`src/rtl/i2cb_pkg.sv`:
```
package i2cb_pkg;

    // Register offsets
    localparam logic [1:0] OFS_CMD  = 2'd0;
    localparam logic [1:0] OFS_CTL  = 2'd1;
    localparam logic [1:0] OFS_TXD  = 2'd2;
    localparam logic [1:0] OFS_RXD  = 2'd3;

    // Command register fields
    localparam int CMD_WR_BIT   = 12;
    localparam int CMD_BA_LSB   = 16;
    localparam int CMD_DLO_LSB  = 8;

    // Control/status register fields
    localparam int CTL_GO       = 0;
    localparam int CTL_SIZE_LSB = 8;
    localparam int CTL_LANE_LSB = 10;

    typedef enum logic [2:0] {
        ST_IDLE,
        ST_START,
        ST_BIT,
        ST_STOP,
        ST_DONE
    } eng_state_t;

    typedef enum logic [2:0] {
        STEP_DEVW,
        STEP_BADDR,
        STEP_WDATA,
        STEP_DEVR,
        STEP_RDATA
    } step_t;

endpackage

```
`src/rtl/i2cb_qtick.sv`:
```
module i2cb_qtick #(
    parameter int QTR = 4
) (
    input  logic clk,
    input  logic rst_n,
    input  logic run,
    output logic tick
);
    localparam int CW = (QTR > 1) ? $clog2(QTR) : 1;

    logic [CW-1:0] cnt;

    assign tick = run && (cnt == CW'(QTR - 1));

    always_ff @(posedge clk or negedge rst_n) begin
        if (!rst_n)            cnt <= '0;
        else if (!run || tick) cnt <= '0;
        else                   cnt <= cnt + 1'b1;
    end
endmodule

```
`src/rtl/i2cb_engine.sv`:
```
module i2cb_engine
    import i2cb_pkg::*;
#(
    parameter int QTR      = 4,
    parameter int TO_LIMIT = 64
) (
    input  logic       clk,
    input  logic       rst_n,
    input  logic       go,
    input  logic       bad_cfg,
    input  logic [6:0] dev,
    input  logic [7:0] baddr,
    input  logic [7:0] wdata,
    input  logic       wr,
    input  logic       scl_in,
    input  logic       sda_in,
    output logic       scl_oe,
    output logic       sda_oe,
    output logic       busy,
    output logic       done,
    output logic       is_wr,
    output logic       cfg_err,
    output logic       to_err,
    output logic       rx_valid,
    output logic [7:0] rx_byte
);
    localparam int SW = $clog2(TO_LIMIT + 1);

    eng_state_t state, state_n;
    step_t      step, step_n;
    logic [1:0] ph, ph_n;
    logic [3:0] bc, bc_n;
    logic [6:0] dev_q;
    logic [7:0] baddr_q, wdata_q, rx_sh, rx_n, tx_byte;
    logic       wr_q, sda_q, sda_n, cfg_q, cfg_n, to_q, to_n;
    logic [SW-1:0] str_cnt;
    logic       active, tick, adv, stretching, to_hit, bit_oe;

    i2cb_qtick #(.QTR(QTR)) u_qtick (
        .clk  (clk),
        .rst_n(rst_n),
        .run  (active),
        .tick (tick)
    );

    assign active     = (state == ST_START) || (state == ST_BIT) || (state == ST_STOP);
    assign stretching = active && (ph == 2'd2) && !scl_in;
    assign to_hit     = stretching && (str_cnt == SW'(TO_LIMIT - 1));
    assign adv        = tick && ((ph != 2'd2) || scl_in);

    always_comb begin
        unique case (step)
            STEP_DEVW:  tx_byte = {dev_q, 1'b0};
            STEP_BADDR: tx_byte = baddr_q;
            STEP_WDATA: tx_byte = wdata_q;
            STEP_DEVR:  tx_byte = {dev_q, 1'b1};
            default:    tx_byte = 8'hFF;
        endcase
        bit_oe = (bc < 4'd8) ? ~tx_byte[~bc[2:0]] : 1'b0;
    end

    // Next-state logic
    always_comb begin
        state_n = state;
        step_n  = step;
        ph_n    = ph;
        bc_n    = bc;
        sda_n   = sda_q;
        cfg_n   = cfg_q;
        to_n    = to_q;
        rx_n    = rx_sh;
        unique case (state)
            ST_IDLE: if (go) begin
                cfg_n  = bad_cfg;
                to_n   = 1'b0;
                step_n = STEP_DEVW;
                bc_n   = '0;
                ph_n   = 2'd2;
                state_n = bad_cfg ? ST_DONE : ST_START;
            end
            ST_START: if (adv) begin
                ph_n = ph + 2'd1;
                if (ph == 2'd0) sda_n = 1'b0;
                if (ph == 2'd2) sda_n = 1'b1;
                if (ph == 2'd3) state_n = ST_BIT;
            end
            ST_BIT: if (adv) begin
                ph_n = ph + 2'd1;
                if (ph == 2'd0) sda_n = bit_oe;
                if (ph == 2'd3) begin
                    if (bc < 4'd8) begin
                        if (step == STEP_RDATA) rx_n = {rx_sh[6:0], sda_in};
                        bc_n = bc + 4'd1;
                    end else begin
                        bc_n = '0;
                        if (step != STEP_RDATA && sda_in) begin
                            cfg_n   = 1'b1;
                            state_n = ST_STOP;
                        end else begin
                            unique case (step)
                                STEP_DEVW:  step_n = STEP_BADDR;
                                STEP_BADDR: begin
                                    step_n = wr_q ? STEP_WDATA : STEP_DEVR;
                                    if (!wr_q) state_n = ST_START;
                                end
                                STEP_DEVR:  step_n = STEP_RDATA;
                                default:    state_n = ST_STOP;
                            endcase
                        end
                    end
                end
            end
            ST_STOP: if (adv) begin
                ph_n = ph + 2'd1;
                if (ph == 2'd0) sda_n = 1'b1;
                if (ph == 2'd3) begin
                    sda_n   = 1'b0;
                    state_n = ST_DONE;
                end
            end
            ST_DONE: state_n = ST_IDLE;
            default: state_n = ST_IDLE;
        endcase
        if (to_hit) begin
            to_n    = 1'b1;
            sda_n   = 1'b0;
            state_n = ST_DONE;
        end
    end

    // State register
    always_ff @(posedge clk or negedge rst_n) begin
        if (!rst_n) begin
            state   <= ST_IDLE;
            step    <= STEP_DEVW;
            ph      <= '0;
            bc      <= '0;
            sda_q   <= 1'b0;
            cfg_q   <= 1'b0;
            to_q    <= 1'b0;
            rx_sh   <= '0;
            dev_q   <= '0;
            baddr_q <= '0;
            wdata_q <= '0;
            wr_q    <= 1'b0;
            str_cnt <= '0;
        end else begin
            state   <= state_n;
            step    <= step_n;
            ph      <= ph_n;
            bc      <= bc_n;
            sda_q   <= sda_n;
            cfg_q   <= cfg_n;
            to_q    <= to_n;
            rx_sh   <= rx_n;
            str_cnt <= stretching ? str_cnt + 1'b1 : '0;
            if (state == ST_IDLE && go) begin
                dev_q   <= dev;
                baddr_q <= baddr;
                wdata_q <= wdata;
                wr_q    <= wr;
            end
        end
    end

    // Outputs
    always_comb begin
        scl_oe   = active && (ph < 2'd2);
        sda_oe   = sda_q;
        busy     = (state != ST_IDLE);
        done     = (state == ST_DONE);
        is_wr    = wr_q;
        cfg_err  = cfg_q;
        to_err   = to_q;
        rx_valid = (state == ST_DONE) && !wr_q && !cfg_q && !to_q;
        rx_byte  = rx_sh;
    end
endmodule

```
`src/rtl/i2cb_master.sv`:
```
module i2cb_master
    import i2cb_pkg::*;
#(
    parameter int QTR      = 125,
    parameter int TO_LIMIT = 20000
) (
    input  logic        clk,
    input  logic        rst_n,
    input  logic        reg_wr,
    input  logic [1:0]  reg_addr,
    input  logic [31:0] reg_wdata,
    input  logic [1:0]  reg_raddr,
    output logic [31:0] reg_rdata,
    input  logic        scl_in,
    input  logic        sda_in,
    output logic        scl_oe,
    output logic        sda_oe
);
    logic [31:0] cmd_q;
    logic [7:0]  txd_q, rxd_q, rx_byte;
    logic [1:0]  size_q, lane_q;
    logic        go_q, busy_any, launch, ctl_wr, bad_cfg;
    logic        eng_busy, eng_done, eng_wr, eng_cfg, eng_to, rx_valid;
    logic [31:0] ctl_view;

    assign busy_any = go_q || eng_busy;
    assign ctl_wr   = reg_wr && (reg_addr == OFS_CTL) && !busy_any;
    assign launch   = ctl_wr && reg_wdata[CTL_GO];
    assign bad_cfg  = (reg_wdata[CTL_SIZE_LSB +: 2] != 2'd0) ||
                      (reg_wdata[CTL_LANE_LSB +: 2] != 2'd0);

    i2cb_engine #(.QTR(QTR), .TO_LIMIT(TO_LIMIT)) u_eng (
        .clk     (clk),
        .rst_n   (rst_n),
        .go      (launch),
        .bad_cfg (bad_cfg),
        .dev     ({cmd_q[3:0], cmd_q[CMD_DLO_LSB +: 3]}),
        .baddr   (cmd_q[CMD_BA_LSB +: 8]),
        .wdata   (txd_q),
        .wr      (cmd_q[CMD_WR_BIT]),
        .scl_in  (scl_in),
        .sda_in  (sda_in),
        .scl_oe  (scl_oe),
        .sda_oe  (sda_oe),
        .busy    (eng_busy),
        .done    (eng_done),
        .is_wr   (eng_wr),
        .cfg_err (eng_cfg),
        .to_err  (eng_to),
        .rx_valid(rx_valid),
        .rx_byte (rx_byte)
    );

    always_ff @(posedge clk or negedge rst_n) begin
        if (!rst_n) begin
            cmd_q  <= '0;
            txd_q  <= '0;
            rxd_q  <= '0;
            size_q <= '0;
            lane_q <= '0;
            go_q   <= 1'b0;
        end else begin
            if (reg_wr && reg_addr == OFS_CMD) cmd_q <= reg_wdata;
            if (reg_wr && reg_addr == OFS_TXD) txd_q <= reg_wdata[7:0];
            if (ctl_wr) begin
                size_q <= reg_wdata[CTL_SIZE_LSB +: 2];
                lane_q <= reg_wdata[CTL_LANE_LSB +: 2];
            end
            if (launch)        go_q <= 1'b1;
            else if (eng_done) go_q <= 1'b0;
            if (rx_valid) rxd_q <= rx_byte;
        end
    end

    assign ctl_view = {20'd0, lane_q, size_q, 3'd0, eng_to, eng_cfg,
                       eng_busy && eng_wr, eng_busy && !eng_wr, go_q};

    always_comb begin
        unique case (reg_raddr)
            OFS_CMD: reg_rdata = cmd_q;
            OFS_CTL: reg_rdata = ctl_view;
            OFS_TXD: reg_rdata = {24'd0, txd_q};
            default: reg_rdata = {24'd0, rxd_q};
        endcase
    end
endmodule

```
`config.mk`:
```
export PLATFORM = sky130hd
export DESIGN_NAME = i2cb_master
export DESIGN_NICKNAME = d
export VERILOG_FILES = /design/src/rtl/i2cb_pkg.sv /design/src/rtl/i2cb_qtick.sv /design/src/rtl/i2cb_engine.sv /design/src/rtl/i2cb_master.sv
export SDC_FILE = /design/constraint.sdc
export NUM_CORES = 1
export LEC_CHECK = 0
export CAP_MARGIN = 10
export CORE_ASPECT_RATIO = 1.2
export CORE_MARGIN = 3
export CORE_UTILIZATION = 35
export DETAILED_ROUTE_END_ITERATION = 8
export DONT_BUFFER_PORTS = 1
export PLACE_DENSITY_LB_ADDON = 0.1
export SYNTH_ARGS = -nofsm -noshare
export SYNTH_HDL_FRONTEND = slang
export SYNTH_SLANG_ARGS = --single-unit
```
`constraint.sdc`:
```
create_clock -name clk -period 2.7 [get_ports clk]
set_clock_uncertainty 0.2 [all_clocks]
set_input_delay 0.405 -clock clk [delete_from_list [all_inputs] [get_ports clk]]
set_output_delay 0.405 -clock clk [all_outputs]
set_load 0.01 [all_outputs]
```
Word-level counts from Yosys, hierarchy flattened
Index checks and enable logic that the tools add are counted.

Muxes and demuxes: 58. Reduce and logical (&&, ||, !) cells: 54. Bitwise operators: 2. $add $sub $neg: 4. Equality and inequality tests: 39. Multiply operators: 0. Divide/modulo/power cells: 0. Shift-type cells: 0. Order comparisons: 3.

Operators with widths (number): 32-bit one-hot mux with 3 select lines (1); 3-bit two-way mux (17); 8-bit one-hot mux with 4 select lines (1); 1-bit two-way mux (22); 1-bit logical AND (18); 4-bit two-way mux (4); 15-bit by 1-bit adder with 15-bit output (second input constant) (1); 15-bit equality test (second input constant) (1); 15-bit two-way mux (1); 3-bit by 2-bit != test with 1-bit output (second input constant) (5); 7-bit AND reduction (2); 2-bit nonzero test (7); 3-bit by 2-bit equality test with 1-bit output (second input constant) (4); 3-bit by 1-bit != test with 1-bit output (second input constant) (4); 4-bit by 3-bit != test with 1-bit output (second input constant) (3); 3-bit one-hot mux with 2 select lines (2); 3-bit one-hot mux with 4 select lines (1); 2-bit != test (second input constant) (5); 10-bit AND reduction (1); 3-bit one-hot mux with 3 select lines (1); 2-bit equality test (second input constant) (4); 4-bit one-hot mux with 2 select lines (1); 7-bit by 1-bit adder with 7-bit output (second input constant) (1); 7-bit equality test (second input constant) (1); 33 further kinds (52).

Memories: 0. Register bits after elaboration: 122. Output and inout port bits: 34. Bits in read-only memories: 0. RAM bits: 0. Logic and storage cells: 180. Bits in latches: 0.

Depth between registers and ports, before layout
Word-level depth: 10. Gate-level depth with buffers: 8. Gate-level depth less buffers: 7.

By module
From an unflattened synthesis, not the netlist that was laid out.

Cell total of the unflattened synthesis: 547. Area, all modules: 5967.0 sq um.

Modules (own cells, without submodules): i2cb_engine (area an instance 3226.8 sq um, instances 1, cells an instance 349); i2cb_master (area an instance 2403.6 sq um, instances 1, cells an instance 163); i2cb_qtick (area an instance 336.6 sq um, instances 1, cells an instance 35).

Worst setup path before layout
OpenSTA, ideal clock, no wires.

Kind: register -> register. Start point: reg u_eng.ph[0]. End point: reg u_eng.step[1]. Arrival time: 2011 ps. Slack: 364 ps. Setup time: 125 ps. Required time: 2375 ps. Buffers on the path: 0. Cell stages (with the launch flop): 8. Path through: dfrtp_1 > inv_1 > ha_1 > nor2b_1 > or4_4 > o21ai_0 > and3_1 > mux2_2.

Word-level cells in the longest chain between the ends: 5. Elaborated cells on any way between the ends: 7. Those cells by class: eq/ne: 4; reduce/logical: 3.

RTL lines: from (decl) (line i2cb_engine.sv:31) `logic [1:0] ph, ph_n;`; from (signal assigned) (line i2cb_engine.sv:150) `ph <= ph_n;`; 2-bit != test (line i2cb_engine.sv:49) `assign adv = tick && ((ph != 2'd2) || scl_in);`; 1-bit logical OR (line i2cb_engine.sv:49); 1-bit logical AND (line i2cb_engine.sv:49); 2-bit by 1-bit != test with 1-bit output (no line); 7-bit AND reduction (no line) (*); to (signal assigned) (line i2cb_engine.sv:149) `step <= step_n;`; to (decl) (line i2cb_engine.sv:30) `step_t step, step_n;`.

Every way passes the cells marked *; elsewhere a longest branch is shown, timed or not. A chain may end at the register's enable or synchronous reset.

Final worst setup path
Start point: reg u_eng.ph[0]. End point: reg u_eng.step[2].

Same word-level chain as after synthesis.

==> results.txt <==
The number of unique standard cell types used by synthesis came out at 58. The number of global-route vias before repair was 4331. Dividing the detail-routed wire length by the instance count gives 17.0 µm.

The commonest non-fill, non-tap cell in the layout was sky130_fd_sc_hd__dfrtp_1. The ratio of cells with drive above 1 in the final layout came out at 20.9%. The clock reaches the later pin of the worst-skew pair after 410 ps. For the initial antenna violation count, the log shows 0. In this run the worst hold path is classified as in -> async.

The post-placement cell count is 736. The run gives 51 as the number of placement rows. The final weighted congestion in routability-driven placement is 0.831, and the share of synthesized flip-flops with an asynchronous set or reset is 100%.

The actual transition at the worst max-transition pin was 697 ps. The clock passes through at most 2 buffers. The horizontal extent of the die was 124 µm; the count of pins over their slew limit was 0. The worst-case IR drop observed on VDD is 0.342 mV. The tools report the area of the die as 0.0184 mm². At the end of the flow, the number of nets in the layout was 624. The Yosys step of the flow raised 0 warnings. Cell area after synthesis: 0.00588 mm². Counting flops with a built-in enable in the synthesized netlist gives 0. In the routed design, unresolved DRC markers number 0. The synthesized design contains 122 register bits. Setup repair after global routing left no endpoint under its margin. The post-cts hold buffer count is 33, and the longest individual stage delay on the worst path is 570 ps. The detail route stage leaves a number of antenna-violating nets equal to 0. Port buffering added 0 buffers.

The run gives 9500 µm as the half-perimeter wire length after placement. Leading area contributor after synthesis: sky130_fd_sc_hd__dfrtp_1. The checks that failed: hold timing.

In this run the vertical extent of the chip is 148 µm. The tool flagged a number of max-cap violations equal to 0. The signal on the critical path passes through inv_1 > ha_1 > nor2b_1 > or4_4 > o21ai_0 > and3_1 > mux2_2. TritonCTS built the clock tree. Data on the critical path is required at its endpoint by 2790 ps. The logs give 53.5% for the worst slew margin relative to its limit and 122 for the number of hold violations in the final report.

The first global-routing pass estimated 22700 µm of wire. The final worst-path cycle share came out at 94.0%. Summed over all failing endpoints, the final setup total negative slack is 0 ps.

75 I/O pins were placed. The cell at the slowest stage of the critical path was sky130_fd_sc_hd__or4_4. The number of setup violations in the final report is 0. The total number of H-tree levels was 4; the total power density per cell area was 655 mW/mm². The class of the most critical setup path is reg -> reg. The synthesized area divided by synthesized cell count was 11.0 µm²; the overall overflow remaining after global route was 0. Detailed routing inserted a total of 4133 vias. STA classifies the critical path endpoint as a flop.

The dominant register cell in the synthesized netlist was sky130_fd_sc_hd__dfrtp_1. For flop-to-flop paths, the worst setup slack is 160 ps. Data arrives at the worst endpoint at 2620 ps. For this run, the detailed router's first-pass iteration total came to 4. The run gives -508 ps as the final worst hold slack. Minimum period implied by the final worst setup slack: 2540 ps. Grouping stages by cell kind, the critical path spends the most delay in simple AND/OR/NAND/NOR gates. In this run, CTS created clock tree buffers numbering 17. The tools report the library cell used as clock root buffer as sky130_fd_sc_hd__clkbuf_16. The wire length after detailed routing came out at 13600 µm.

The highest net fanout along the worst path was 6. For the number of antenna diodes, the log shows 0. When the netlist entered floorplanning its net count stood at 584.

After the first detailed-routing iteration, the DRC count stood at 202. The top cell types in the final layout, fill and taps aside, are sky130_fd_sc_hd__dfrtp_1, sky130_fd_sc_hd__nand2_1, sky130_fd_sc_hd__mux2_2. The run finished, with violations left. The proportion of netlist area held by the largest area contributor works out to 51.9%.

The signed area change from the synthesized netlist to the final layout was 20.7%. The logs give 0 for the count of instances resized after the clock tree is built and 36.0% for the starting density of the core. The number of buffers and inverters on the critical path works out to 1.

Entering global routing, the biggest net connects 123 pins. The count of mapped cells out of synthesis was 536; the per-cell via count in the routed design was 5.16. Post-CTS timing repair inserted 0 buffers for setup. Clock-pin slew was measured on the worst setup and hold paths at 60 ps. Across every metal layer, demand over resource in global routing totals 15.5%. For this run, the register share of the synthesized area comes to 51.9%. Derived from the worst setup path, the maximum achievable clock frequency is 0.394 GHz. The tools report the number of clock sinks seen by CTS as 122.

The static leakage was 3.20 nW. The number of non-filler instances in the completed layout came out at 801. The area of the core region came out at 0.0163 mm². The worst setup path is launched from a flop.

In the post-synthesis netlist, the biggest area contributors are sky130_fd_sc_hd__dfrtp_1, sky130_fd_sc_hd__mux2_2, sky130_fd_sc_hd__nand2_1.
[per-layer routing]
layer | part of all wire, % | GRT usage (%) | vias to the layer above
met4 | 1.8 | 6.36 | 0
li1 | - | - | 1966
met5 | 0 | 0 | -
met2 | 49 | 25.6 | 91
met3 | 3.6 | 3.47 | 18
met1 | 45 | 19.6 | 2058
[cells in the mapped netlist, types with 7 or more instances]
library cell               instances
sky130_fd_sc_hd__dfrtp_1         122
sky130_fd_sc_hd__nand2_1          90
sky130_fd_sc_hd__mux2_2           65
sky130_fd_sc_hd__nor2_1           37
sky130_fd_sc_hd__and2_1           21
sky130_fd_sc_hd__clkbuf_1         16
sky130_fd_sc_hd__nand3_1          16
sky130_fd_sc_hd__inv_1            14
sky130_fd_sc_hd__xor2_1           11
sky130_fd_sc_hd__mux2i_1          10
sky130_fd_sc_hd__o21ai_0           9
sky130_fd_sc_hd__ha_1              7
sky130_fd_sc_hd__nor2b_1           7
sky130_fd_sc_hd__xnor2_1           7
[power breakdown]
| group | total [W] | internal [W] | switching, W |
|---|---|---|---|
| Sequential | 0.00202 | 0.00194 | 0.0000801 |
| Clock | 0.00236 | 0.00155 | 0.000813 |
| Combinational | 0.000264 | 0.000169 | 0.0000952 |
| Total | 0.00465 | 0.00366 | 0.000988 |
[per-stage QoR]
step	hold slack [ps]	area [µm²]	total power, W	setup WS, ps	utilization, %
2_1_floorplan	-90.6	5880	0.00223	364	-
3_3_place_gp	-84.6	6150	0.00228	258	37.6
3_5_place_dp	-84.6	6150	0.00229	208	37.6
4_1_cts	-529	7100	0.00471	173	43.5
5_1_grt	-531	7100	0.00483	40.8	43.5
6_report	-508	7100	0.00465	162	43.5
[worst paths after layout]
| kind | cells after the start | from | end |
|---|---|---|---|
| max | 7 | u_eng.ph[0]$_DFFE_PN0P_ | u_eng.step[2]$_DFFE_PN0P_ |
| min | 0 | rst_n | u_eng.u_qtick.cnt[4]$_DFF_PN0_ |
| max reg2reg | 7 | u_eng.ph[0]$_DFFE_PN0P_ | u_eng.step[2]$_DFFE_PN0P_ |
| min reg2reg | 2 | u_eng.baddr_q[5]$_DFFE_PN0P_ | u_eng.baddr_q[5]$_DFFE_PN0P_ |
| max in group asynchronous | 0 | rst_n | u_eng.str_cnt[10]$_DFF_PN0_ |
| min in group clk | 2 | sda_in | u_eng.cfg_err$_DFFE_PN0P_ |
[sequential cells by signal (all words and copies together) (netlist names), 4 cells and up]
signal / flops
cmd_q: 32
rxd_q: 8
txd_q: 8
u_eng.baddr_q: 8
u_eng.bc: 4
u_eng.dev_q: 7
u_eng.rx_byte: 8
u_eng.str_cnt: 15
u_eng.u_qtick.cnt: 7
u_eng.wdata_q: 8
[cell type report]
type                            count  area, µm²
Tap cell                          212        265
Clock inverter                     10        139
Fill cell                        1619       9240
Sequential cell                   122       3050
Inverter                           14       52.6
Timing Repair Buffer               45        420
Multi-Input combinational cell    376       2690
Clock buffer                       22        484
[cell families after synthesis]
group	count (synthesis)	share of synthesized area, %
xor+xnor	18	2.68
flops	122	51.9
fa+ha+maj	7	1.49
mux	81	16.4
simple gates	219	18.6
compound gates	51	6.38
buf+inv	38	2.55
Power figures use the tool's default switching activity.
